**src/rtl/baud_pkg.sv**
```systemverilog
package baud_pkg;
  typedef logic [2:0] rate_code_t;
  localparam rate_code_t CODE_HIGH = 3'd6;
  localparam rate_code_t CODE_IDLE = 3'd7;
endpackage

```
**src/rtl/baud_prescale.sv**
```systemverilog
module baud_prescale #(
  parameter int PRE_DIV = 24
) (
  input  logic clk,
  input  logic rst_n,
  output logic wrap
);
  localparam int PRE_W = $clog2(PRE_DIV);
  localparam logic [PRE_W-1:0] LAST = PRE_W'(PRE_DIV - 1);

  logic [PRE_W-1:0] cnt_q;

  assign wrap = (cnt_q == LAST);

  always_ff @(posedge clk or negedge rst_n) begin
    if (!rst_n)    cnt_q <= '0;
    else if (wrap) cnt_q <= '0;
    else           cnt_q <= cnt_q + 1'b1;
  end
endmodule

```
**src/rtl/baud_chain.sv**
```systemverilog
module baud_chain #(
  parameter int CHAIN_BITS = 8
) (
  input  logic                  clk,
  input  logic                  rst_n,
  input  logic                  step,
  output logic [CHAIN_BITS-1:0] ticks
);
  logic [CHAIN_BITS-1:0] cnt_q;

  always_ff @(posedge clk or negedge rst_n) begin
    if (!rst_n)    cnt_q <= '0;
    else if (step) cnt_q <= cnt_q + 1'b1;
  end

  // tick j fires once every 2^(j+1) prescaler wraps
  for (genvar j = 0; j < CHAIN_BITS; j++) begin : g_tick
    assign ticks[j] = step & (&cnt_q[j:0]);
  end
endmodule

```
**src/rtl/baud_mux.sv**
```systemverilog
module baud_mux
  import baud_pkg::*;
#(
  parameter int CHAIN_BITS = 8,
  parameter int HI_IDX     = 1,
  parameter int NUM_BASE   = 6
) (
  input  logic [CHAIN_BITS-1:0] ticks,
  input  rate_code_t            rate_sel,
  input  logic                  hi_mode,
  output logic                  sel_tick
);
  localparam int BASE_IDX = HI_IDX + 1;

  always_comb begin
    sel_tick = 1'b0;
    if (rate_sel == CODE_IDLE) begin
      sel_tick = 1'b0;
    end else if (rate_sel == CODE_HIGH) begin
      sel_tick = hi_mode ? ticks[HI_IDX] : ticks[BASE_IDX];
    end else begin
      for (int k = 0; k < NUM_BASE; k++) begin
        if (rate_sel == 3'(k)) sel_tick = ticks[BASE_IDX + k];
      end
    end
  end
endmodule

```
**src/rtl/baud_rate_select.sv**
```systemverilog
module baud_rate_select
  import baud_pkg::*;
#(
  parameter int PRE_DIV    = 24,
  parameter int CHAIN_BITS = 8,
  parameter int HI_IDX     = 1,
  parameter int NUM_BASE   = 6
) (
  input  logic       clk,
  input  logic       rst_n,
  input  logic [2:0] rate_sel,
  input  logic       hi_rate_n,
  output logic       baud_en,
  output logic       aux_en
);
  logic                  pre_wrap;
  logic [CHAIN_BITS-1:0] ticks;
  logic                  sel_tick;
  logic                  hi_mode;

  assign hi_mode = ~hi_rate_n;

  baud_prescale #(.PRE_DIV(PRE_DIV)) u_pre (
    .clk   (clk),
    .rst_n (rst_n),
    .wrap  (pre_wrap)
  );

  baud_chain #(.CHAIN_BITS(CHAIN_BITS)) u_chain (
    .clk   (clk),
    .rst_n (rst_n),
    .step  (pre_wrap),
    .ticks (ticks)
  );

  baud_mux #(
    .CHAIN_BITS(CHAIN_BITS),
    .HI_IDX    (HI_IDX),
    .NUM_BASE  (NUM_BASE)
  ) u_mux (
    .ticks    (ticks),
    .rate_sel (rate_sel),
    .hi_mode  (hi_mode),
    .sel_tick (sel_tick)
  );

  always_ff @(posedge clk or negedge rst_n) begin
    if (!rst_n) begin
      baud_en <= 1'b0;
      aux_en  <= 1'b0;
    end else begin
      baud_en <= sel_tick;
      aux_en  <= pre_wrap & hi_mode;
    end
  end
endmodule

```
**config.mk**
```make
export PLATFORM = sky130hd
export DESIGN_NAME = baud_rate_select
export DESIGN_NICKNAME = d
export VERILOG_FILES = /design/src/rtl/baud_pkg.sv /design/src/rtl/baud_prescale.sv /design/src/rtl/baud_chain.sv /design/src/rtl/baud_mux.sv /design/src/rtl/baud_rate_select.sv
export SDC_FILE = /design/constraint.sdc
export NUM_CORES = 1
export LEC_CHECK = 0
export BUFFER_PORTS_ARGS = -buffer_cell sky130_fd_sc_hd__buf_4
export CAP_MARGIN = 20
export CORE_AREA = 10 10 47 49
export CTS_BUF_LIST = sky130_fd_sc_hd__clkbuf_4
export DETAILED_ROUTE_END_ITERATION = 16
export DIE_AREA = 0 0 57 59
export GPL_TIMING_DRIVEN = 0
export PLACE_DENSITY = 0.78
export SLEW_MARGIN = 30
export SYNTH_ARGS = -nofsm -noshare
export SYNTH_HDL_FRONTEND = slang
export SYNTH_SLANG_ARGS = --single-unit
```
**constraint.sdc**
```tcl
create_clock -name clk -period 1.8 [get_ports clk]
set_input_delay 0.18 -clock clk [delete_from_list [all_inputs] [get_ports clk]]
set_output_delay 0.18 -clock clk [all_outputs]
set_load 0.02 [all_outputs]
```
After elaboration in Yosys (flattened, before gate mapping) --
Cells that the tools add are included.
Storage, ports and cells: flip-flop bits (word level) 15, bits of input ports 6, output and inout port bits 2
Cells by class: bitwise operators 9, eq/ne operators 8, muxes and demuxes 10, $add $sub $neg 2, reductions and logical operators 8
Operator list (count):
- $eq A3 B3 Y1 const B | 4
- $mux W1 | 9
- $add A8 B1 Y8 const B | 1
- $and A1 B1 Y1 | 8
- $reduce_and A8 Y1 | 1
- $reduce_and A7 Y1 | 1
- $eq A3 B2 Y1 const B | 2
- $reduce_and A6 Y1 | 1
- $add A5 B1 Y5 const B | 1
- $eq A5 B5 Y1 const B | 1
- $mux W5 | 1
- $reduce_and A5 Y1 | 1
- $reduce_and A4 Y1 | 1
- $eq A3 B1 Y1 const B | 1
- $logic_not A3 Y1 | 1
- $reduce_and A3 Y1 | 1
- $reduce_and A2 Y1 | 1
- $not A1 Y1 | 1

Depth between registers and ports, before layout --
depth after elaboration 10, depth in mapped cells 6

By module --
From an unflattened synthesis, not the netlist that was laid out.
Second synthesis, totals: cell total of the unflattened synthesis 63, area, all modules 788.3 sq um
Modules (own cells, without submodules):
- baud_chain | cells each 36, times used 1, sequential area each 200.2 sq um, area an instance 439.2 sq um
- baud_prescale | cells each 15, times used 1, sequential area each 125.1 sq um, area an instance 216.5 sq um
- baud_mux | cells each 8, times used 1, sequential area each 0.0 sq um, area an instance 72.6 sq um
- baud_rate_select | cells each 4, times used 1, sequential area each 50.0 sq um, area an instance 60.1 sq um

Worst setup path after synthesis --
No wires, ideal clock.
kind reg2reg, start register u_chain.cnt_q[0], end register baud_en, cell stages (with the launch flop) 7, path slack 325 ps, library setup time 100 ps, data arrival time 1376 ps, period minus slack after synthesis 1475 ps, cells stage by stage dfrtp_1 ha_1 and3_1 ha_1 nor2_1 a211o_1 a311oi_1
Between the ends: cells in the longest elaborated chain, start to end 10, elaborated cells between the ends (all ways) 23
RTL lines:
- start: declaration | RTL line baud_chain.sv:9 | logic [CHAIN_BITS-1:0] cnt_q;
- start signal: assignment | RTL line baud_chain.sv:13 | else if (step) cnt_q <= cnt_q + 1'b1;
- $reduce_and A3 Y1 | RTL line baud_chain.sv:18 | assign ticks[j] = step & (&cnt_q[j:0]);
- $and A1 B1 Y1 | RTL line baud_chain.sv:18
- $mux W1 (6 in a row) | RTL line baud_mux.sv:23 | if (rate_sel == 3'(k)) sel_tick = ticks[BASE_IDX + k];
- $mux W1 * | RTL line baud_mux.sv:19 | end else if (rate_sel == CODE_HIGH) begin
- $mux W1 * | RTL line baud_mux.sv:17 | if (rate_sel == CODE_IDLE) begin
- via sel_tick | RTL line baud_rate_select.sv:18 | logic sel_tick;
- end signal: assignment | RTL line baud_rate_select.sv:52 | baud_en <= sel_tick;
- end: declaration | RTL line baud_rate_select.sv:13 | output logic baud_en,
The timed path passes the listed nets; every way through them passes the cells marked *. A chain may end at the register's enable or synchronous reset.

Worst setup path in the final report --
Same ends and word-level chain as after synthesis.

==> flow_summary_export.csv <==
group,metric,value,unit
timing,fin_crit,1624,ps
power_and_ir_drop,p_total,559.1,uW
min_path,holdCritPathClass,"in2reg",
drt,wl_met1,617,microns
floorplanning,die_w,57,microns
critical_path,rr_startpoint,"u_chain.cnt_q[0]",
timing,fmax,615.7,MHz
timing,timing_hold_violations_final,0,
layout,final_cell_mix,"dfrtp_1, nand2_1, buf_4",
synthesis,yosysWarnings,0,
grt,grt_max_degree,16,
drt,ant_nets,0,
timing,setup_viol,0,
power_and_ir_drop,p_leak,0.0004586,uW
layout,final_common_cell,"dfrtp_1",
layout,nNetsFinal,86,
cts,cts_root_buf,"clkbuf_4",
cts,cts_setup_buffers,0,
drt,drc,0,
floorplanning,die_area,0.003363,sq mm
run_status,outcome,"complete, no violations",
synthesis,synth_edf_count,0,
power_and_ir_drop,ir_worst_vdd,0.5161,mV
synthesis,synth_cell_types,21,
synthesis,synthArstFlopShare,1.000,
critical_path,path_class,"reg2reg",
cts,clk_pin_slew,80,ps
place,port_buffers,7,
grt,antenna_found_initial,0,
cts,numClockSinks,15,
timing,skew,3.306,ps
layout,diodes,0,
synthesis,postSynthAreaPerCell,11.58,sq um
floorplanning,die_h,59,microns
critical_path,path_max_fanout,4,
floorplanning,io_pins,8,
critical_path,critPathLaunchType,"flip-flop",
synthesis,syn-num-nets,73,
place,dp_hpwl,911.9,microns
synthesis,syn_area,729.5,sq um
critical_path,crit_start,"u_chain.cnt_q[0]",
place,routabilityCongestion,0.7222,
drt,dr_wl_met2,514,microns
drt,avgViaCountPerCell,5.198,
drt,routedWlPerCell,13.29,microns
synthesis,yosysSeqAreaShare,0.5146,
min_path,worstHoldStart,"hi_rate_n",
power_and_ir_drop,p_per_area,663.9,mW/mm^2
timing,slew_violations,0,
layout,synthToLayoutAreaGrowth,15.44,%
drt,top_layer_used,"met4",
cts,tritoncts,"yes",
drt,num_vias,473,
critical_path,cp.required,1980,ps
floorplanning,core-area,0.001401,sq mm
flow_run,maxCapViolCount,0,
synthesis,syn_inst,63,
drt,drt_iter0_markers,4,
grt,gr-total-overflow,0,
critical_path,cp-end-kind,"flip-flop",
floorplanning,initial_core_util,0.5205,
synthesis,ys_ff_latch,15,
grt,grt_use_total,0.07669,
grt,grt_pass1_wl,2.090,mm
timing,relSlewSlack,0.7947,
synthesis,synth_flop_cell,"dfrtp_1",
grt,first_global_vias,492,
cts,cts-buffers-inserted,3,
drt,drtPass1Iterations,2,
timing,rsz0062_at_grt,"no",
drt,wl,1.209,mm
timing,tightest_slew,307.6,ps
cts,htreeDepth,1,
timing,finalCritPeriodShare,0.9024,
drt,route.met3.wl,68,microns
cts,clk_path_buf_depth,2,
timing,setup_tns,0,ps
cts,clk_latency,270,ps
critical_path,worst_ep_arrival_time,1800,ps
layout,finalCoreUtilization,0.6009,
layout,drive_gt1_frac,0.2133,
floorplanning,num_rows,14,
[state kept, by name (all words and copies together), names as in the netlist]
| signal | flops |
|---|---|
| u_chain.cnt_q | 8 |
| aux_en | 1 |
| baud_en | 1 |
| u_pre.cnt_q | 5 |
[power breakdown]
group	leakage [uW]	switching, uW	total [uW]	internal, uW
clock	0.0000184	97.6	198	101
sequential	0.000200	0	337	337
combinational	0.000240	12.1	24.1	12.0
total	0.000459	110	559	449
[worst max-delay path, stage by stage (launching register included)]
cell	delay, ps
dfrtp_1	390
ha_1	230
and3_1	190
ha_1	140
nor2_1	50
a211o_1	270
a311oi_1	250
[per-layer routing]
metal | GRT usage | vias to the layer above
li1 | - | 242
met1 | 0.09034 | 221
met2 | 0.1194 | 8
met3 | 0.02575 | 2
met4 | 0.04362 | 0
met5 | 0 | -
[final timing paths]
check / to / slack (ps) / depth (start not counted)
setup / recovery: baud_en / 180 / 6
hold / removal: aux_en / 60 / 2
setup reg to reg: baud_en / 180 / 6
hold reg to reg: u_pre.cnt_q[0] / 470 / 1
max in group asynchronous: u_pre.cnt_q[1] / 1340 / 2
min in group asynchronous: u_chain.cnt_q[4] / 290 / 2
[cell usage after synthesis, types with 2 or more instances]
cell type,instances,area [sq um]
nand3_1,3,15.01
nor2_1,5,18.77
xnor2_1,3,26.28
ha_1,4,50.05
nand2_1,13,48.80
a311oi_1,2,17.52
xor2_1,4,35.03
nand2b_1,2,12.51
dfrtp_1,15,375.4
[metrics by stage]
stage	hold slack [ps]	cells	worst slack [ps]	area [sq um]
2_1_floorplan	-115.6	63	324.9	729.5
3_3_place_gp	44.23	86	202.3	802.0
3_5_place_dp	45.46	86	203.9	802.0
4_1_cts	58.76	91	178.3	842.1
5_1_grt	65.72	91	58.70	842.1
6_report	59.71	91	175.8	842.1
[cells by family (layout without fill, tap and decap cells)]
| group | count (synthesis) | after routing | synth area share |
|---|---|---|---|
| buf+inv | 0 | 12 | 0 |
| simple gates | 30 | 30 | 0.2539 |
| xor+xnor | 7 | 7 | 0.08405 |
| flops | 15 | 15 | 0.5146 |
| mux | 2 | 2 | 0.02916 |
| compound gates | 5 | 5 | 0.04974 |
| fa+ha+maj | 4 | 4 | 0.06861 |
[final cells by class]
| class | count | area [sq um] |
|---|---|---|
| tap | 16 | 20.02 |
| timing repair buffer | 8 | 62.56 |
| sequential | 15 | 375.4 |
| multi-input combinational | 48 | 354.1 |
| fill | 120 | 559.3 |
| clock buffer | 4 | 30.03 |
[what timing repair did]
action / 4_1_cts / 5_1_grt
endpoints found under the hold margin: 15 / 0
resized for setup: 0 / 0
hold buffers: 1 / 0
(Power assumes the default switching activity.)
